**src/rtl/pcc_pkg.sv**
```systemverilog
package pcc_pkg;

  localparam int unsigned REG_W     = 8;
  localparam int unsigned MAX_SHIFT = 6;
  localparam int unsigned SHW       = $clog2(MAX_SHIFT + 1);

  typedef enum logic [1:0] {
    PM_RUN   = 2'd0,
    PM_SLEEP = 2'd1,
    PM_IDLE0 = 2'd2,
    PM_IDLE1 = 2'd3
  } pm_state_t;

  typedef struct packed {
    logic cpu_gate;
    logic osc_run;
    logic tbase_on;
    logic sub_on;
    logic slow_on;
  } gate_set_t;

  // Clock gating pattern for each power state.
  function automatic gate_set_t gates_for(pm_state_t s);
    gate_set_t g;
    g.sub_on  = 1'b1;
    g.slow_on = 1'b1;
    case (s)
      PM_RUN:   begin g.cpu_gate = 1'b1; g.osc_run = 1'b1; g.tbase_on = 1'b1; end
      PM_SLEEP: begin g.cpu_gate = 1'b0; g.osc_run = 1'b0; g.tbase_on = 1'b0; end
      PM_IDLE0: begin g.cpu_gate = 1'b0; g.osc_run = 1'b0; g.tbase_on = 1'b1; end
      PM_IDLE1: begin g.cpu_gate = 1'b0; g.osc_run = 1'b1; g.tbase_on = 1'b1; end
      default:  begin g.cpu_gate = 1'b0; g.osc_run = 1'b0; g.tbase_on = 1'b0; end
    endcase
    return g;
  endfunction

  // Divide exponent: 0 at full speed, otherwise 8 - code.
  // A reserved code (0 or 1) gives the slowest ratio.
  function automatic logic [SHW-1:0] shift_for(logic full_speed, logic [2:0] code);
    logic [3:0] t;
    if (full_speed) begin
      t = 4'd0;
    end else if (code < 3'd2) begin
      t = 4'(MAX_SHIFT);
    end else begin
      t = 4'd8 - {1'b0, code};
    end
    return t[SHW-1:0];
  endfunction

endpackage

```
**src/rtl/pcc_regs.sv**
```systemverilog
module pcc_regs
  import pcc_pkg::*;
(
  input  logic             clk_i,
  input  logic             rst_ni,
  input  logic             wr_i,
  input  logic             sel_i,
  input  logic [REG_W-1:0] wdata_i,
  input  logic             lo_rdy_i,
  input  logic             hi_rdy_i,
  output logic [REG_W-1:0] rdata_o,
  output logic [2:0]       div_code_o,
  output logic             full_speed_o,
  output logic             idle_sel_o,
  output logic             keep_osc_o
);

  logic [2:0] code_q, code_d;
  logic       full_q, full_d;
  logic       idle_q, idle_d;
  logic       keep_q, keep_d;
  logic       lo_q, hi_q;
  logic       unused_wr_bits;

  assign unused_wr_bits = ^{wdata_i[4:2]};

  always_comb begin
    code_d = code_q;
    full_d = full_q;
    idle_d = idle_q;
    keep_d = keep_q;
    if (wr_i && !sel_i) begin
      if (wdata_i[7:5] >= 3'd2) begin
        code_d = wdata_i[7:5];
      end
      idle_d = wdata_i[1];
      full_d = wdata_i[0];
    end
    if (wr_i && sel_i) begin
      keep_d = wdata_i[0];
    end
  end

  always_ff @(posedge clk_i or negedge rst_ni) begin
    if (!rst_ni) begin
      code_q <= 3'b000;
      full_q <= 1'b1;
      idle_q <= 1'b1;
      keep_q <= 1'b0;
      lo_q   <= 1'b0;
      hi_q   <= 1'b0;
    end else begin
      code_q <= code_d;
      full_q <= full_d;
      idle_q <= idle_d;
      keep_q <= keep_d;
      lo_q   <= lo_rdy_i;
      hi_q   <= hi_rdy_i;
    end
  end

  always_comb begin
    if (sel_i) begin
      rdata_o = {{(REG_W-1){1'b0}}, keep_q};
    end else begin
      rdata_o = {code_q, 1'b0, lo_q, hi_q, idle_q, full_q};
    end
  end

  assign div_code_o   = code_q;
  assign full_speed_o = full_q;
  assign idle_sel_o   = idle_q;
  assign keep_osc_o   = keep_q;

  // a reserved code never replaces the stored divide code
  p_rsvd_keep_r4: assert property (@(posedge clk_i) disable iff (!rst_ni)
    (wr_i && !sel_i && (wdata_i[7:6] == 2'b00)) |=> $stable(code_q));

  // a control-register write lands in the keep-oscillator bit
  p_ctrl_write_r5: assert property (@(posedge clk_i) disable iff (!rst_ni)
    (wr_i && sel_i) |=> (keep_q == $past(wdata_i[0])));

endmodule

```
**src/rtl/pcc_mode_fsm.sv**
```systemverilog
module pcc_mode_fsm
  import pcc_pkg::*;
(
  input  logic      clk_i,
  input  logic      rst_ni,
  input  logic      halt_i,
  input  logic      wake_i,
  input  logic      idle_sel_i,
  input  logic      keep_osc_i,
  output pm_state_t state_o
);

  pm_state_t state_q, state_d;

  always_comb begin
    state_d = state_q;
    case (state_q)
      PM_RUN: begin
        if (halt_i) begin
          if (!idle_sel_i)     state_d = PM_SLEEP;
          else if (keep_osc_i) state_d = PM_IDLE1;
          else                 state_d = PM_IDLE0;
        end
      end
      default: begin
        if (wake_i) state_d = PM_RUN;
      end
    endcase
  end

  always_ff @(posedge clk_i or negedge rst_ni) begin
    if (!rst_ni) state_q <= PM_RUN;
    else         state_q <= state_d;
  end

  assign state_o = state_q;

  // wake in a low-power state returns to normal on the next edge
  p_wake_run_r9: assert property (@(posedge clk_i) disable iff (!rst_ni)
    ((state_q != PM_RUN) && wake_i) |=> (state_q == PM_RUN));

  // without a wake, a low-power state holds even under a halt
  p_halt_ignored_r11: assert property (@(posedge clk_i) disable iff (!rst_ni)
    ((state_q != PM_RUN) && !wake_i) |=> $stable(state_q));

endmodule

```
**src/rtl/pcc_clk_div.sv**
```systemverilog
module pcc_clk_div
  import pcc_pkg::*;
#(
  parameter int unsigned CNT_W = MAX_SHIFT
) (
  input  logic           clk_i,
  input  logic           rst_ni,
  input  logic           run_i,
  input  logic [SHW-1:0] shift_req_i,
  output logic           tick_o
);

  logic [CNT_W-1:0] cnt_q, cnt_d, lim;
  logic [SHW-1:0]   act_q, act_d;

  // Terminal count for the active ratio: 2**act - 1.
  assign lim    = ~({CNT_W{1'b1}} << act_q);
  assign tick_o = run_i && (cnt_q == lim);

  always_comb begin
    cnt_d = cnt_q;
    act_d = act_q;
    if (!run_i) begin
      cnt_d = '0;
      act_d = shift_req_i;
    end else if (tick_o) begin
      cnt_d = '0;
      act_d = shift_req_i;
    end else begin
      cnt_d = cnt_q + 1'b1;
    end
  end

  always_ff @(posedge clk_i or negedge rst_ni) begin
    if (!rst_ni) begin
      cnt_q <= '0;
      act_q <= '0;
    end else begin
      cnt_q <= cnt_d;
      act_q <= act_d;
    end
  end

  // the ratio holds for the whole period in progress
  p_hold_ratio_r10: assert property (@(posedge clk_i) disable iff (!rst_ni)
    (run_i && !tick_o) |=> $stable(act_q));

  // the counter steps by one mid-period, with no early restart
  p_count_step_r10: assert property (@(posedge clk_i) disable iff (!rst_ni)
    (run_i && !tick_o) |=> (cnt_q == CNT_W'($past(cnt_q) + 1'b1)));

endmodule

```
**src/rtl/pwr_clk_ctrl.sv**
```systemverilog
module pwr_clk_ctrl
  import pcc_pkg::*;
#(
  parameter int unsigned RST_STAGES = 2
) (
  input  logic       clk_i,
  input  logic       rst_ni,
  input  logic       reg_wr_i,
  input  logic       reg_sel_i,
  input  logic [7:0] reg_wdata_i,
  output logic [7:0] reg_rdata_o,
  input  logic       lo_rdy_i,
  input  logic       hi_rdy_i,
  input  logic       halt_i,
  input  logic       wake_i,
  output logic       cpu_clk_en_o,
  output logic       sys_osc_run_o,
  output logic       sys_clk_en_o,
  output logic       sub_clk_en_o,
  output logic       slow_clk_en_o,
  output logic       tb_clk_en_o
);

  logic [RST_STAGES-1:0] rst_sync_q;
  logic                  rst_n;

  // Asynchronous assertion, synchronous release.
  always_ff @(posedge clk_i or negedge rst_ni) begin
    if (!rst_ni) rst_sync_q <= '0;
    else         rst_sync_q <= {rst_sync_q[RST_STAGES-2:0], 1'b1};
  end
  assign rst_n = rst_sync_q[RST_STAGES-1];

  logic [2:0]     div_code;
  logic           full_speed, idle_sel, keep_osc;
  pm_state_t      state;
  gate_set_t      gates;
  logic [SHW-1:0] shift_req;
  logic           tick;

  pcc_regs u_regs (
    .clk_i        (clk_i),
    .rst_ni       (rst_n),
    .wr_i         (reg_wr_i),
    .sel_i        (reg_sel_i),
    .wdata_i      (reg_wdata_i),
    .lo_rdy_i     (lo_rdy_i),
    .hi_rdy_i     (hi_rdy_i),
    .rdata_o      (reg_rdata_o),
    .div_code_o   (div_code),
    .full_speed_o (full_speed),
    .idle_sel_o   (idle_sel),
    .keep_osc_o   (keep_osc)
  );

  pcc_mode_fsm u_fsm (
    .clk_i      (clk_i),
    .rst_ni     (rst_n),
    .halt_i     (halt_i),
    .wake_i     (wake_i),
    .idle_sel_i (idle_sel),
    .keep_osc_i (keep_osc),
    .state_o    (state)
  );

  assign gates     = gates_for(state);
  assign shift_req = shift_for(full_speed, div_code);

  pcc_clk_div #(.CNT_W(MAX_SHIFT)) u_div (
    .clk_i       (clk_i),
    .rst_ni      (rst_n),
    .run_i       (gates.osc_run),
    .shift_req_i (shift_req),
    .tick_o      (tick)
  );

  assign sys_osc_run_o = gates.osc_run;
  assign sys_clk_en_o  = tick;
  assign cpu_clk_en_o  = tick && gates.cpu_gate;
  assign tb_clk_en_o   = gates.tbase_on;
  assign sub_clk_en_o  = gates.sub_on;
  assign slow_clk_en_o = gates.slow_on;

  // in normal mode the CPU sees every divided pulse
  p_run_cpu_r12: assert property (@(posedge clk_i) disable iff (!rst_n)
    (state == PM_RUN) |-> (cpu_clk_en_o == sys_clk_en_o));

  // sleep stops the oscillator and the time base
  p_sleep_dark_r6: assert property (@(posedge clk_i) disable iff (!rst_n)
    (state == PM_SLEEP) |-> (!sys_osc_run_o && !sys_clk_en_o && !tb_clk_en_o));

  // idle1 keeps peripherals clocked but never the CPU
  p_idle1_no_cpu_r8: assert property (@(posedge clk_i) disable iff (!rst_n)
    (state == PM_IDLE1) |-> (sys_osc_run_o && !cpu_clk_en_o));

endmodule

```
**config.mk**
```make
export PLATFORM = sky130hd
export DESIGN_NAME = pwr_clk_ctrl
export DESIGN_NICKNAME = d
export VERILOG_FILES = /design/src/rtl/pcc_pkg.sv /design/src/rtl/pcc_regs.sv /design/src/rtl/pcc_mode_fsm.sv /design/src/rtl/pcc_clk_div.sv /design/src/rtl/pwr_clk_ctrl.sv
export SDC_FILE = /design/constraint.sdc
export NUM_CORES = 1
export LEC_CHECK = 0
export BUFFER_PORTS_ARGS = -buffer_cell sky130_fd_sc_hd__buf_4
export CORE_ASPECT_RATIO = 0.8
export CORE_MARGIN = 2
export CORE_UTILIZATION = 40
export CTS_BUF_LIST = sky130_fd_sc_hd__clkbuf_4
export DETAILED_ROUTE_END_ITERATION = 16
export GPL_ROUTABILITY_DRIVEN = 0
export PLACE_DENSITY_LB_ADDON = 0.08
export SLEW_MARGIN = 40
export SYNTH_ARGS = -nofsm -noshare
export SYNTH_HDL_FRONTEND = slang
export SYNTH_SLANG_ARGS = --single-unit
```
**constraint.sdc**
```tcl
create_clock -name clk_i -period 2.6 [get_ports clk_i]
set_clock_uncertainty 0.2 [all_clocks]
set_input_delay 0.52 -clock clk_i [delete_from_list [all_inputs] [get_ports clk_i]]
set_output_delay 0.52 -clock clk_i [all_outputs]
set_load 0.03 [all_outputs]
```
==> summary.md, run 1 <==
| Metric | Value |
|---|---|
| Seq/Total Area, Yosys | `0.4694` |
| Status | `finished, violations left` |
| Vias | `888` |
| Vias in the first global route | `867` |
| Design Power | `0.001475 W` |
| CP max FO | `3` |
| Final period util | `1.060` |
| Diodes inserted | `0` |
| CTS tree | `done` |
| Most used flip-flop cell after synthesis | `dfrtp_1` |
| Largest stage delay on the critical path | `0.42 ns` |
| Total Routing Usage GR | `0.1485` |
| ANT nets after route | `0` |
| Area delta synth->final | `30.70%` |
| Gate count of the mapped netlist | `115` |
| Crit path launch type | `flip-flop` |
| DR WL/cell | `11.42 um` |
| WP buf/inv | `1` |
| Final Hold Fails | `3` |
| Clock buffer depth | `2` |
| Critical path's top delay family | `simple AND/OR/NAND/NOR gates` |
| Slew headroom | `0.6657` |
| Post-Syn Area | `0.001125 sq mm` |
| Cts bufs inserted | `3` |
| Slew at the pin with the worst max-slew slack | `0.5015 ns` |
| CP Capture Type | `output port` |
| Grt total ovfl | `0` |
| Starting density of the core | `0.4131` |
| RSZ-0062 raised after global routing | `true` |
| Hpwl dp | `1521 um` |
| Final setup violation count | `2` |
| Post-Route WL | `2135 um` |
| LEAKAGE | `0.7063 nW` |
| # clock sinks | `21` |
| Fin cells | `187` |
| Starting DRT DRC Count | `21` |
| Total negative slack | `-0.2309 ns` |
| DIE AREA | `0.003255 sq mm` |
| Pwr dens | `1004 mW/mm^2` |
| Failing checks | `hold timing, setup timing` |
| I/O pin count | `30` |
| Cell mode on critical path | `or3_4` |
| Hold Path Class | `reg2async` |
| Total Nets Final | `170` |
| Inst Count DP | `176` |
| Slew Viols, Final | `0` |
| Post-synth EDFFs | `0` |
| Worst Hold Slack | `-0.0003838 ns` |
| Initial antenna violation count | `0` |
| Via density | `4.749` |
| Depth of the CTS H-tree | `1` |
| Pin count of the biggest net entering global routing | `20` |
| Minimum clock period | `2.755 ns` |
| Die Ht | `51.43 um` |
| Syn. warnings | `0` |
| Avg Inst Size Synth | `9.781 sq um` |
| Share of cells above drive strength 1 | `0.3826` |
| Remaining DRCs | `0` |
| Layout Utilization | `0.5400` |
| Data required, critical path | `1.88 ns` |
| Crit-path cells | `or3_4, a21oi_4, nor3_2, or3_4, nor3b_2, buf_4` |
| Fmax | `363.0 MHz` |
| Floorplan core area | `0.002723 sq mm` |
| Worst vdd ir | `404.8 uV` |
| Async set-reset flop share out of synthesis | `1.000` |
| Fin worst setup slack | `-0.1551 ns` |
| Critical path class | `reg2out` |
| Synthesized flop and latch total | `21` |
| First-pass GRT wire length | `3705 um` |
| Clk root buf | `clkbuf_4` |
| Worst path arrival time | `2.04 ns` |
| Synth unique cells | `35` |
| CP max stage cell | `or3_4` |
| Max-cap violation count | `0` |
| DIE WIDTH | `63.29 um` |
| Site row count | `17` |
| Drt pass-1 iters | `4` |
| Clock-pin slew on the worst setup and hold paths | `0.12 ns` |
| IO Port Bufs | `23` |
| Clk Latency, worst-skew pair | `0.30 ns` |
flip-flops by register name (all words and copies together), names as in the netlist:
register	flops
u_regs.idle_sel_o	1
rst_sync_q	2
u_regs.lo_q	1
u_fsm.state_o	2
u_regs.full_speed_o	1
u_regs.keep_osc_o	1
u_regs.div_code_o	3
u_div.act_q	3
u_div.cnt_q	6
u_regs.hi_q	1
per-stage QoR:
stage	area [sq um]	hold WS, ns	setup WS [ns]
after floorplan	1137	0.02441	0.006951
final	1470	-0.0003838	-0.1551
after detailed placement	1346	0.1044	0.07009
after CTS	1445	0.1023	-0.1893
after global routing	1470	0.04660	-0.2560
after global placement	1346	0.1022	0.1454
final timing paths:
| kind | depth (start not counted) | slack (ns) | endpoint | startpoint |
|---|---|---|---|---|
| setup / recovery | 6 | -0.16 | cpu_clk_en_o | u_div.cnt_q[4]$_DFF_PN0_ |
| hold / removal | 0 | -0.0004 | u_div.cnt_q[3]$_DFF_PN0_ | rst_sync_q[1]$_DFF_PN0_ |
| setup reg to reg | 7 | 0.40 | u_div.act_q[1]$_DFFE_PN0P_ | u_div.act_q[0]$_DFFE_PN0P_ |
| hold reg to reg | 0 | -0.0004 | u_div.cnt_q[3]$_DFF_PN0_ | rst_sync_q[1]$_DFF_PN0_ |
| max in group asynchronous | 2 | 1.78 | rst_sync_q[1]$_DFF_PN0_ | rst_ni |
| min in group clk_i | 1 | 0.12 | u_regs.hi_q$_DFF_PN0_ | hi_rdy_i |
repair_timing:
item	in CTS	in global routing
gates resized for setup	5	3
buffers inserted	5	1
hold endpoints to repair	2	0
pin swaps	4	1
hold buffers	1	0
setup endpoints to repair	2	2
gates cloned	0	0
layout by cell type, fill, tap and decap left out, types with 3 or more instances in the layout:
cell and n:
mux2_2 5, conb_1 4, nand2_1 14, buf_4 31
dfrtp_1 17, nor2b_1 6, ha_1 4, nor2_1 13
inv_1 10, clkbuf_4 3
routing by layer:
layer	track usage	vias to the layer above	wire length, um
met5	0	-	0
met4	0.04348	0	29
met3	0.04185	4	82
met2	0.2535	22	990
met1	0.1852	419	1032
li1	-	443	-
synthesized netlist by cell type, types with 3 or more instances:
| cell | count | area share |
|---|---|---|
| mux2_2 | 5 | 0.050 |
| inv_1 | 10 | 0.033 |
| nor2b_1 | 6 | 0.033 |
| dfrtp_1 | 19 | 0.42 |
| buf_4 | 3 | 0.020 |
| nor3_1 | 4 | 0.018 |
| nor2_1 | 13 | 0.043 |
| nand2_1 | 14 | 0.047 |
| ha_1 | 4 | 0.044 |
| a21oi_1 | 3 | 0.013 |
layout make-up:
type | instances | area [sq um]
multi-input cells | 81 | 580.6
fillers | 265 | 1252
well taps | 38 | 47.55
clock inverters | 1 | 5.005
inverters | 11 | 41.29
repair buffers | 32 | 242.7
clock buffers | 3 | 22.52
flip-flops and latches | 21 | 530.5
power by group:
group / internal (W) / switching, W / leakage (nW)
sequential: 0.000405 / 0.0000791 / 0.257
clock: 0.0000573 / 0.0000953 / 0.0177
combinational: 0.000388 / 0.000451 / 0.432
total: 0.000850 / 0.000626 / 0.706
logic make-up (layout without fill, tap and decap cells):
group	Yosys count	after routing	synth area share
and+or+nand+nor	47	47	0.2047
DFF	21	21	0.4694
buffers and inverters	15	47	0.06006
AOI/OAI and AO/OA	13	13	0.08898
muxes	8	8	0.08565
adders and majority gates	5	5	0.05339
xor gates and xnor gates	4	4	0.03115
other	2	4	0.006677
No activity file was read; power rests on OpenSTA's default activity.
==> run 2, diff against run 1 <==
Settings changed: BUFFER_PORTS_ARGS -buffer_cell sky130_fd_sc_hd__buf_4 to -buffer_cell sky130_fd_sc_hd__buf_2.
==> run 2 against run 1 <==
Compared with the run above:
- the run still ends with hold timing, setup timing left
- combinational power shrank 3.0%
- critical path depth is the same
- register-to-register slack gained 0.17 ns
- first-iteration DRC count is the same
- highest routed layer unchanged
- global-route usage grew 0.44 points
==> summary.md, run 2 (synthesized netlist as in run 1, its figures left out) <==
| Metric | Value |
|---|---|
| CTS tree | `done` |
| Area delta synth->final | `24.92%` |
| IO Port Bufs | `23 (unchanged)` |
| Status | `finished, violations left` |
| DR WL/cell | `11.01 um (-3.6%)` |
| Worst vdd ir | `428.8 uV (+5.9%)` |
| Commonest non-fill, non-tap cell in the layout | `buf_2` |
| DIE WIDTH | `63.29 um (unchanged)` |
| Starting density of the core | `0.4131 (unchanged)` |
| Fmax | `366.0 MHz (+0.84%)` |
| LEAKAGE | `0.6838 nW (-3.2%)` |
| Floorplan core area | `0.002723 sq mm (unchanged)` |
| Drt pass-1 iters | `4 (unchanged)` |
| Slew Viols, Final | `0 (unchanged)` |
| Max reg flops | `6 (unchanged)` |
| Site row count | `17 (unchanged)` |
| Worst Hold Slack | `-0.005733 ns (-0.005350 ns)` |
| Starting DRT DRC Count | `21 (unchanged)` |
| Vias in the first global route | `853 (-1.6%)` |
| Pwr dens | `1041 mW/mm^2 (+3.7%)` |
| # clock sinks | `21 (unchanged)` |
| Minimum clock period | `2.732 ns (-0.02292 ns)` |
| Inst Count DP | `177 (+0.57%)` |
| Most flop-heavy register | `u_div.cnt_q` |
| Depth of the CTS H-tree | `1 (unchanged)` |
| Hpwl dp | `1536 um (+1.0%)` |
| CP max FO | `3 (unchanged)` |
| CP Capture Type | `output port` |
| Critical path's top delay family | `simple AND/OR/NAND/NOR gates` |
| Data required, critical path | `1.88 ns (about the same)` |
| Max-cap violation count | `0 (unchanged)` |
| Most frequent cells in the layout | `buf_2, dfrtp_1, nand2_1` |
| Die Ht | `51.43 um (unchanged)` |
| I/O pin count | `30 (unchanged)` |
| Vias | `879 (-1.0%)` |
| CP max stage cell | `or3_4` |
| Via density | `4.701 (-1.0%)` |
| Critical path class | `reg2out` |
| Crit-path cells | `or3_4, a21oi_2, nor3_2, or3_4, nor3b_2, buf_4` |
| WP buf/inv | `1 (unchanged)` |
| ANT nets after route | `0 (unchanged)` |
| Share of cells above drive strength 1 | `0.3826 (unchanged)` |
| FF+latch area | `533.0 sq um (+0.47%)` |
| Clk root buf | `clkbuf_4` |
| Cell mode on critical path | `or3_4` |
| Diodes inserted | `0 (unchanged)` |
| Crit path launch type | `flip-flop` |
| Fin cells | `187 (unchanged)` |
| Clock buffer depth | `2 (unchanged)` |
| Post-Route WL | `2059 um (-3.6%)` |
| Final setup violation count | `2 (unchanged)` |
| Failing checks | `hold timing, setup timing` |
| Worst path arrival time | `2.01 ns (-0.03 ns)` |
| Grt total ovfl | `0 (unchanged)` |
| Area occupied by multi-input gates | `563.0 sq um (-3.0%)` |
| Clk Latency, worst-skew pair | `0.31 ns (about the same)` |
| Final Hold Fails | `9 (+6)` |
| Pin count of the biggest net entering global routing | `20 (unchanged)` |
| Remaining DRCs | `0 (unchanged)` |
| First-pass GRT wire length | `3726 um (+0.57%)` |
| Reg2reg setup slack | `0.57 ns (+0.17 ns)` |
| Hold Path Class | `reg2async` |
| Total Nets Final | `170 (unchanged)` |
| Clock-pin slew on the worst setup and hold paths | `0.12 ns (about the same)` |
| Initial antenna violation count | `0 (unchanged)` |
| Final period util | `1.051 (-0.008814)` |
| Cts bufs inserted | `3 (unchanged)` |
| Fillers | `275 (+3.8%)` |
| Largest stage delay on the critical path | `0.41 ns (about the same)` |
| Total Routing Usage GR | `0.1528 (+0.004352)` |
| Total negative slack | `-0.1946 ns (+0.03623 ns)` |
| RSZ-0062 raised after global routing | `true` |
| DIE AREA | `0.003255 sq mm (unchanged)` |
| Fin worst setup slack | `-0.1322 ns (+0.02292 ns)` |
## run 2: changes by cell type in the layout (fill, tap and decap cells not counted), moves of 2 or more
cell and delta:
dfrtp_1 -2, buf_4 -21, buf_2 +21, dfrtp_2 +2
## run 2: final cells by class
type | count | area share
Timing Repair Buffer | 32 | 0.1354
Multi-Input combinational cell | 81 | 0.4007
Clock buffer | 4 | 0.02137
Tap cell | 38 | 0.03384
Sequential cell | 21 | 0.3793
Inverter | 11 | 0.02939
## run 2: routing by layer
layer / share of wire / GRT usage / up-vias
met2: 0.46 / 0.2589 / 24
met4: 0.013 / 0.05435 / 0
met5: 0 / 0 / -
li1: - / - / 440
met1: 0.48 / 0.1866 / 411
met3: 0.055 / 0.04626 / 4
## run 2: path summary, 6_finish.rpt
| path | start | to | cells past startpoint |
|---|---|---|---|
| worst max-delay path | u_div.act_q[2]$_DFFE_PN0P_ | cpu_clk_en_o | 6 |
| worst min-delay path | rst_sync_q[1]$_DFF_PN0_ | u_div.cnt_q[5]$_DFF_PN0_ | 0 |
| worst max register to register | u_div.act_q[2]$_DFFE_PN0P_ | u_div.act_q[1]$_DFFE_PN0P_ | 5 |
| worst min register to register | rst_sync_q[1]$_DFF_PN0_ | u_div.cnt_q[5]$_DFF_PN0_ | 0 |
| max in group asynchronous | rst_ni | rst_sync_q[1]$_DFF_PN0_ | 2 |
| min in group clk_i | hi_rdy_i | u_regs.hi_q$_DFF_PN0_ | 1 |
## run 2: worst reg2reg max path, delay by kind of cell, from the launching register on
| family | cells | cell delay, ns |
|---|---|---|
| AOI/OAI and AO/OA | 2 | 0.52 |
| and+or+nand+nor | 2 | 0.48 |
| muxes | 1 | 0.33 |
| DFF | 1 | 0.40 |
## run 2: through the flow
| step | hold slack (ns) | setup WS (ns) | power (W) | utilization | cell area (sq um) |
|---|---|---|---|---|---|
| 3_3_place_gp | 0.1040 | 0.1160 | 0.001187 | 0.4761 | 1296 |
| 4_1_cts | 0.09633 | -0.1763 | 0.001466 | 0.5133 | 1398 |
| 6_report | -0.005733 | -0.1322 | 0.001463 | 0.5161 | 1405 |
| 2_1_floorplan | 0.02441 | 0.006951 | 0.001017 | - | 1137 |
| 5_1_grt | 0.05323 | -0.2530 | 0.001590 | 0.5161 | 1405 |
| 3_5_place_dp | 0.1059 | 0.09486 | 0.001199 | 0.4761 | 1296 |
## run 2: power breakdown
group	switching (W)	internal, W
logic	0.000437	0.000377
clock network	0.0000966	0.0000703
registers	0.0000747	0.000407
total	0.000609	0.000854
## run 2: timing repair
action	CTS	global route
endpoints found under the setup margin	2	2
pin swaps	3	1
hold endpoints to repair	2	0
setup buffers	5	0
hold buffers	1	0
gates resized for setup	8	1
